===== src/rtl/svm_pkg.sv =====
`timescale 1ns/1ps
// Shared types for the space vector timing generator.
// Assumes three phases named a, b and c, and sector codes 1..6 on three sign bits.
package svm_pkg;

    typedef enum logic [1:0] {PH_A = 2'd0, PH_B = 2'd1, PH_C = 2'd2} phase_e;

    // Phase that receives the shortest, middle and longest duty
    typedef struct packed {
        phase_e first;
        phase_e second;
        phase_e third;
    } order_t;

    // Phase ordering for each sector code; illegal codes fall back to a,b,c
    function automatic order_t sector_order(input logic [2:0] code);
        case (code)
            3'd1:    return '{PH_B, PH_A, PH_C};
            3'd2:    return '{PH_A, PH_C, PH_B};
            3'd3:    return '{PH_A, PH_B, PH_C};
            3'd4:    return '{PH_C, PH_B, PH_A};
            3'd5:    return '{PH_B, PH_C, PH_A};
            3'd6:    return '{PH_C, PH_A, PH_B};
            default: return '{PH_A, PH_B, PH_C};
        endcase
    endfunction

endpackage


===== src/rtl/svm_ref_rotate.sv =====
`timescale 1ns/1ps
// Pipeline stage 2: forms the shared intermediates X, Y, Z and the sector code.
// Uses the swapped-input inverse Clarke: r1 = X, r2 = -Z, r3 = -Y.
// Assumes inputs are signed Q2.(W-2), normalized to the DC bus.
module svm_ref_rotate #(
    parameter int W  = 16,
    parameter int PW = 16
) (
    input  logic                clk,
    input  logic                rst_n,
    input  logic                vld_i,
    input  logic signed [W-1:0] alpha_i,
    input  logic signed [W-1:0] beta_i,
    input  logic [PW-1:0]       per_i,
    output logic                vld_o,
    output logic signed [W+1:0] x_o,
    output logic signed [W+1:0] y_o,
    output logic signed [W+1:0] z_o,
    output logic [2:0]          code_o,
    output logic [PW-1:0]       per_o
);
    localparam int FRAC = W - 2;
    localparam int IW   = W + 2;
    localparam int PRW  = W + IW;
    localparam int KINT = $rtoi(0.8660254037844386 * (2.0 ** FRAC) + 0.5);
    localparam logic signed [IW-1:0] KCOEF = IW'(KINT);

    logic signed [PRW-1:0] prod;
    logic signed [IW-1:0]  kp;
    logic signed [IW-1:0]  beta_x;
    logic signed [IW-1:0]  half_b;
    logic signed [IW-1:0]  y_c;
    logic signed [IW-1:0]  z_c;
    logic [2:0]            code_c;

    // Scale alpha by sqrt3/2 and build Y, Z and the sign-bit code
    always_comb begin
        prod   = PRW'(alpha_i) * PRW'(KCOEF);
        kp     = IW'(prod >>> FRAC);
        beta_x = IW'(beta_i);
        half_b = beta_x >>> 1;
        y_c    = half_b + kp;
        z_c    = half_b - kp;
        // r3 > 0 <=> Y < 0 ; r2 > 0 <=> Z < 0 ; r1 > 0 <=> X > 0
        code_c = {y_c[IW-1], z_c[IW-1], (!beta_x[IW-1] && (beta_x != '0))};
    end

    // Register the intermediates with their period and valid flag
    always_ff @(posedge clk) begin
        if (!rst_n) begin
            vld_o  <= 1'b0;
            x_o    <= '0;
            y_o    <= '0;
            z_o    <= '0;
            code_o <= '0;
            per_o  <= '0;
        end else begin
            vld_o <= vld_i;
            if (vld_i) begin
                x_o    <= beta_x;
                y_o    <= y_c;
                z_o    <= z_c;
                code_o <= code_c;
                per_o  <= per_i;
            end
        end
    end
endmodule


===== src/rtl/svm_sector_times.sv =====
`timescale 1ns/1ps
// Pipeline stage 3: picks the two active times for the sector and builds the
// three phase duties (fractions of the period, Q.(W-2)) in sector order.
// Codes 0 and 7 force both active times to zero, giving 50 % on all phases.
module svm_sector_times
    import svm_pkg::*;
#(
    parameter int W  = 16,
    parameter int PW = 16
) (
    input  logic                clk,
    input  logic                rst_n,
    input  logic                vld_i,
    input  logic signed [W+1:0] x_i,
    input  logic signed [W+1:0] y_i,
    input  logic signed [W+1:0] z_i,
    input  logic [2:0]          code_i,
    input  logic [PW-1:0]       per_i,
    output logic                vld_o,
    output logic signed [W+1:0] duty_o [3],
    output logic [2:0]          sect_o,
    output logic [PW-1:0]       per_o
);
    localparam int FRAC = W - 2;
    localparam int IW   = W + 2;
    localparam logic signed [IW-1:0] ONE = IW'(2 ** FRAC);

    logic signed [IW-1:0] t1;
    logic signed [IW-1:0] t2;
    logic signed [IW-1:0] base_d;
    logic signed [IW-1:0] mid_d;
    logic signed [IW-1:0] top_d;
    logic [2:0]           sect_c;
    order_t               ord;
    logic signed [IW-1:0] duty_c [3];

    // Select active times per sector and form the three duty levels
    always_comb begin
        ord    = sector_order(code_i);
        sect_c = code_i;
        case (code_i)
            3'd1:    begin t1 = z_i;  t2 = y_i;  end
            3'd2:    begin t1 = y_i;  t2 = -x_i; end
            3'd3:    begin t1 = -z_i; t2 = x_i;  end
            3'd4:    begin t1 = -x_i; t2 = z_i;  end
            3'd5:    begin t1 = x_i;  t2 = -y_i; end
            3'd6:    begin t1 = -y_i; t2 = -z_i; end
            default: begin t1 = '0;   t2 = '0;   sect_c = 3'd0; end
        endcase
        base_d = (ONE - t1 - t2) >>> 1;
        mid_d  = base_d + t1;
        top_d  = mid_d + t2;
    end

    // Route the duty levels to phases according to the sector order
    for (genvar p = 0; p < 3; p++) begin : g_route
        always_comb begin
            if (ord.first == phase_e'(p))       duty_c[p] = base_d;
            else if (ord.second == phase_e'(p)) duty_c[p] = mid_d;
            else                                duty_c[p] = top_d;
        end
    end

    // Register duties, sector and period
    always_ff @(posedge clk) begin
        if (!rst_n) begin
            vld_o  <= 1'b0;
            sect_o <= '0;
            per_o  <= '0;
            for (int k = 0; k < 3; k++) duty_o[k] <= '0;
        end else begin
            vld_o <= vld_i;
            if (vld_i) begin
                sect_o <= sect_c;
                per_o  <= per_i;
                for (int k = 0; k < 3; k++) duty_o[k] <= duty_c[k];
            end
        end
    end
endmodule


===== src/rtl/svm_compare_gen.sv =====
`timescale 1ns/1ps
// Pipeline stage 4: turns each phase duty into a center-aligned edge offset
// (period - on-time) / 2, clamped to 0..period, and registers the outputs.
// Assumes duty is a signed fraction with W-2 fractional bits.
module svm_compare_gen #(
    parameter int W  = 16,
    parameter int PW = 16
) (
    input  logic                clk,
    input  logic                rst_n,
    input  logic                vld_i,
    input  logic signed [W+1:0] duty_i [3],
    input  logic [2:0]          sect_i,
    input  logic [PW-1:0]       per_i,
    output logic [PW-1:0]       cmp_o [3],
    output logic [2:0]          sect_o,
    output logic                done_o
);
    localparam int FRAC = W - 2;
    localparam int IW   = W + 2;
    localparam int MW   = IW + PW + 1;

    logic signed [MW-1:0] per_s;
    logic [PW-1:0]        cmp_c [3];

    // Period as a signed wide operand
    always_comb per_s = $signed(MW'({1'b0, per_i}));

    for (genvar p = 0; p < 3; p++) begin : g_phase
        logic signed [MW-1:0] on_t;
        logic signed [MW-1:0] off_t;

        // On-time in ticks, inverted and halved, then clamped
        always_comb begin
            on_t  = (MW'(duty_i[p]) * per_s) >>> FRAC;
            off_t = (per_s - on_t) >>> 1;
            if (off_t < 0)          cmp_c[p] = '0;
            else if (off_t > per_s) cmp_c[p] = per_i;
            else                    cmp_c[p] = off_t[PW-1:0];
        end

        // Hold each compare value until the next result
        always_ff @(posedge clk) begin
            if (!rst_n)     cmp_o[p] <= '0;
            else if (vld_i) cmp_o[p] <= cmp_c[p];
        end
    end

    // Sector output and one-cycle result strobe
    always_ff @(posedge clk) begin
        if (!rst_n) begin
            sect_o <= '0;
            done_o <= 1'b0;
        end else begin
            done_o <= vld_i;
            if (vld_i) sect_o <= sect_i;
        end
    end
endmodule


===== src/rtl/svm_timing_gen.sv =====
`timescale 1ns/1ps
// Space vector PWM timing generator, top level.
// Four-stage pipeline: capture, rotate/sector, active times, compare values.
// Assumes the command magnitude stays within the inscribed circle (1.0);
// larger commands are clamped at the outputs.
module svm_timing_gen #(
    parameter int W  = 16,
    parameter int PW = 16
) (
    input  logic                clk,
    input  logic                rst_n,
    input  logic                start,
    input  logic signed [W-1:0] valpha,
    input  logic signed [W-1:0] vbeta,
    input  logic [PW-1:0]       period,
    output logic [PW-1:0]       cmp_a,
    output logic [PW-1:0]       cmp_b,
    output logic [PW-1:0]       cmp_c,
    output logic [2:0]          sector,
    output logic                done
);
    localparam int IW = W + 2;

    logic                 vld1;
    logic signed [W-1:0]  alpha1;
    logic signed [W-1:0]  beta1;
    logic [PW-1:0]        per1;

    logic                 vld2;
    logic signed [IW-1:0] x2;
    logic signed [IW-1:0] y2;
    logic signed [IW-1:0] z2;
    logic [2:0]           code2;
    logic [PW-1:0]        per2;

    logic                 vld3;
    logic signed [IW-1:0] duty3 [3];
    logic [2:0]           sect3;
    logic [PW-1:0]        per3;

    logic [PW-1:0]        cmp4 [3];

    // Stage 1: capture the command and its period on start
    always_ff @(posedge clk) begin
        if (!rst_n) begin
            vld1   <= 1'b0;
            alpha1 <= '0;
            beta1  <= '0;
            per1   <= '0;
        end else begin
            vld1 <= start;
            if (start) begin
                alpha1 <= valpha;
                beta1  <= vbeta;
                per1   <= period;
            end
        end
    end

    svm_ref_rotate #(.W(W), .PW(PW)) u_rot (
        .clk     (clk),
        .rst_n   (rst_n),
        .vld_i   (vld1),
        .alpha_i (alpha1),
        .beta_i  (beta1),
        .per_i   (per1),
        .vld_o   (vld2),
        .x_o     (x2),
        .y_o     (y2),
        .z_o     (z2),
        .code_o  (code2),
        .per_o   (per2)
    );

    svm_sector_times #(.W(W), .PW(PW)) u_times (
        .clk    (clk),
        .rst_n  (rst_n),
        .vld_i  (vld2),
        .x_i    (x2),
        .y_i    (y2),
        .z_i    (z2),
        .code_i (code2),
        .per_i  (per2),
        .vld_o  (vld3),
        .duty_o (duty3),
        .sect_o (sect3),
        .per_o  (per3)
    );

    svm_compare_gen #(.W(W), .PW(PW)) u_cmp (
        .clk    (clk),
        .rst_n  (rst_n),
        .vld_i  (vld3),
        .duty_i (duty3),
        .sect_i (sect3),
        .per_i  (per3),
        .cmp_o  (cmp4),
        .sect_o (sector),
        .done_o (done)
    );

    // Map the phase array onto named outputs
    always_comb begin
        cmp_a = cmp4[0];
        cmp_b = cmp4[1];
        cmp_c = cmp4[2];
    end
endmodule


===== config.mk =====
export PLATFORM = sky130hd
export DESIGN_NAME = svm_timing_gen
export DESIGN_NICKNAME = d
export VERILOG_FILES = /design/src/rtl/svm_pkg.sv /design/src/rtl/svm_ref_rotate.sv /design/src/rtl/svm_sector_times.sv /design/src/rtl/svm_compare_gen.sv /design/src/rtl/svm_timing_gen.sv
export SDC_FILE = /design/constraint.sdc
export NUM_CORES = 2
export LEC_CHECK = 0
export ABC_AREA = 0
export ABC_CLOCK_PERIOD_IN_PS = 10100
export BUFFER_PORTS_ARGS = -buffer_cell sky130_fd_sc_hd__buf_4
export CAP_MARGIN = 20
export CORE_MARGIN = 1.5
export CORE_UTILIZATION = 50
export CTS_BUF_LIST = sky130_fd_sc_hd__clkbuf_2
export DETAILED_ROUTE_END_ITERATION = 7
export PLACE_DENSITY = 0.77
export SLEW_MARGIN = 30
export SYNTH_ARGS = -nofsm -noshare
export SYNTH_HDL_FRONTEND = slang
export SYNTH_SLANG_ARGS = --single-unit

===== constraint.sdc =====
create_clock -name clk -period 10.1 [get_ports clk]
set_input_delay 2.02 -clock clk [delete_from_list [all_inputs] [get_ports clk]]
set_output_delay 2.02 -clock clk [all_outputs]
set_load 0.005 [all_outputs]

==> results_dict.tcl <==
set metrics [dict create \
    status "finished, final reports clean" \
    globalRouteMet1Util 0.3596 \
    cts.clk_slew.worst_paths_ns 0.15 \
    synth_top_area_cell "fa_1" \
    slew_headroom 0.3571 \
    regArea_um2 4940 \
    cp_common_cell "fa_1" \
    tightest_slew_ns 0.9643 \
    fmax_ghz 0.1030 \
    rrSetupSlack_ns 0.39 \
    critPathArrivalTime_ns 10.67 \
    vias_per_cell 5.582 \
    clockRootBuffer "clkbuf_2" \
    r2r_cells 45 \
    grt_use_met3 0.04498 \
    timing.rr.end "u_cmp.cmp_o[14]" \
    worstPathRequired_ns 11.06 \
    die_w_um 338.8 \
    yosysSeqAreaShare 0.08664 \
    nNetsFinal 8168 \
    finalCritPeriodShare 0.9612 \
    synth_edf_count 0 \
    end_kind "flip-flop" \
    place_congestion 0.9728 \
    min_to "u_times.per_o[15]" \
    numCtsBuffers 69 \
    fin_ws_ns 0.3922 \
    final_hold_viol_count 0 \
    drt-wirelength-per-cell_um 19.28 \
    drv_slew 0 \
    ys_seq_elements 244 \
    start_util 0.5025 \
    cp_slowest_stage_delay_ns 0.53 \
    hp-class "reg -> reg" \
    synth_area_um2 56380 \
    wl_mm 156.4 \
    cts.sinks 244 \
    syn_avg_cell_area_um2 8.653 \
    grt_use_met2 0.4548 \
    yosysMostFrequentCell "inv_1" \
    clock_latency_ns 1.14 \
    finalSetupViolations 0 \
    cp-start-kind "flip-flop" \
    synthMuxAreaShare 0.03056 \
    min_period_ns 9.708 \
    io_buffers 102 \
    dieHeight_um 338.8 \
    min_from "u_rot.per_o[15]" \
    postCtsHoldBufs 0 \
    multiInputGateArea_um2 45770 \
    grt_pass1_vias 47289 \
    fin_skew_ns 0.1373 \
    grt_use_total 0.2775 \
    ys_async_sr_fraction 0 \
    cp_max_fo 12 \
    post-dp-hpwl_mm 126.3 \
    holdPathStages 2 \
    drtIter0Drc 3774 \
    synthSimpleGateAreaFrac 0.1533 \
    path_class "reg -> reg" \
    ys_types 92 \
    drt_first_pass_iters 7 \
    powerDensity_nw_per_um2 151.5 \
    r2r-start "u_times.duty_o[11]" \
    pre_cts_ws_ns -0.1557 \
    grt_max_degree 96 \
    synth_common_cells "inv_1 (1299), fa_1 (1001), nand2_1 (752)" \
    synth_ff_type "dfxtp_1" \
    synth_compound_area_frac 0.1041 \
    setup_tns_ns 0 \
    rows 123 \
    grt_pass1_wl_mm 253.7 \
    clockBufferDepth 3 \
    antenna_found_initial 4 \
    netlist.area_leader.share 0.3554 \
    synth_area_leaders "fa_1 (36%), ha_1 (12%), dfxtp_1 (8.7%)" \
    busiest_layer "met2" \
    vias 45276 \
    die_area_um2 114800 \
    drtAntennaViolNets 0 \
    nFillCells 10086 \
    ir_drop_mv 0.2267 \
    syn_to_final_growth_pct 6.851 \
    synth_xor_area_frac 0.04003 \
    drc 0 \
    htree_levels 3 \
    slowest_stage "fa_1" \
    cts_tree "done" \
    drive_gt1_frac 0.07732 \
    p_leak_nw 29.84 \
    yosys_warnings 0 \
    synth.net_count 8124 \
    synthAdderAreaFrac 0.4790 \
    maxCapViolCount 0 \
    postSynthCellCount 6516 \
    synth_top_family_by_area "adder cells" \
    grt-ovfl-total 0 \
    io_pins 103 \
    core-area_um2 112200 \
]
registers in the layout (all words and copies together), names as in the netlist:
signal,cells
u_cmp.done_o,1
u_times.duty_o,54
u_rot.z_o,17
u_rot.vld_o,1
u_cmp.sect_o,3
per1,16
vld1,1
alpha1,16
u_times.sect_o,3
u_times.per_o,16
u_rot.x_o,16
beta1,16
u_times.vld_o,1
u_cmp.cmp_o,48
u_rot.code_o,3
u_rot.y_o,16
u_rot.per_o,16
where the power goes:
| part | total, mW | leakage [nW] | switching, mW | internal, mW |
|---|---|---|---|---|
| Combinational | 6.93 | 27.3 | 4.07 | 2.86 |
| Clock | 0.855 | 0.502 | 0.512 | 0.343 |
| Sequential | 1.34 | 2.00 | 0.266 | 1.07 |
| Total | 9.12 | 29.8 | 4.85 | 4.27 |
cell usage in the layout, fill, tap and decap left out, types with 98 or more instances in the layout:
cell	instances
nand2_1	751
inv_1	1297
xnor2_1	173
ha_1	551
mux2i_1	161
fa_1	1000
clkbuf_2	98
nor2_1	320
and2_1	406
dfxtp_1	216
o21ai_0	130
a21oi_1	227
buf_4	243
worst max path at each step:
stage,startpoint,endpoint,slack [ns]
2_1_floorplan,u_times.per_o[2],u_cmp.cmp_o[10],0.08
3_3_place_gp,u_times.per_o[5],u_cmp.cmp_o[18],0.19
3_5_place_dp,u_times.duty_o[8],u_cmp.cmp_o[9],-0.16
4_1_cts,u_times.duty_o[11],u_cmp.cmp_o[3],0.02
5_1_grt,u_times.per_o[3],u_cmp.cmp_o[14],-0.13
6_report,u_times.duty_o[11],u_cmp.cmp_o[14],0.39
kinds of logic (layout without fill, tap and decap cells):
kind of cell | after synthesis | in the layout
xor+xnor | 256 | 256
buf+inv | 1592 | 1685
flops | 244 | 244
fa+ha+maj | 1558 | 1558
mux | 171 | 171
compound gates | 874 | 874
simple gates | 1821 | 1821
other cells | 0 | 2
repair_timing:
item | 4_1_cts | 5_1_grt
buffers inserted | 1 | 22
pin swaps | 0 | 25
setup endpoints to repair | 18 | 48
gates resized for setup | 6 | 85
per-layer routing:
metal / up-vias / share of wire
met2: 1790 / 0.47
met4: 2 / 0.051
met5: - / 0.000083
li1: 20641 / -
met3: 430 / 0.076
met1: 22413 / 0.41
critical path: cells and delay by family, from the launching register on:
kind,cells,cell delay (ns)
AO/OA/AOI/OAI,19,3.38
XOR/XNOR,2,0.27
adder cells (fa/ha/maj),9,3.82
buffers and inverters,6,0.55
flip-flops,1,0.39
AND/OR/NAND/NOR,9,1.14
through the flow:
stage	hold WS, ns	util	cells	power (mW)	cell area [µm²]
floorplan	0.4407	-	6516	6.356	56390
global placement	0.4413	0.5261	7965	7.743	59020
detailed placement	0.4607	0.5262	7966	7.941	59040
CTS	0.4754	0.5325	8087	8.859	59740
global route	0.5133	0.5369	8110	9.917	60240
finish	0.4823	0.5370	8111	9.124	60240
final cells by class:
class                           instances  share of cell area
Antenna cell                            2          0.00008308
Sequential cell                       244             0.08200
Timing Repair Buffer                  263             0.03454
Multi-Input combinational cell       4680              0.7598
Clock inverter                         22            0.003095
Tap cell                             1500             0.03115
Inverter                             1302             0.08121
Clock buffer                           98            0.008142
No activity file was read; power rests on OpenSTA's default activity.
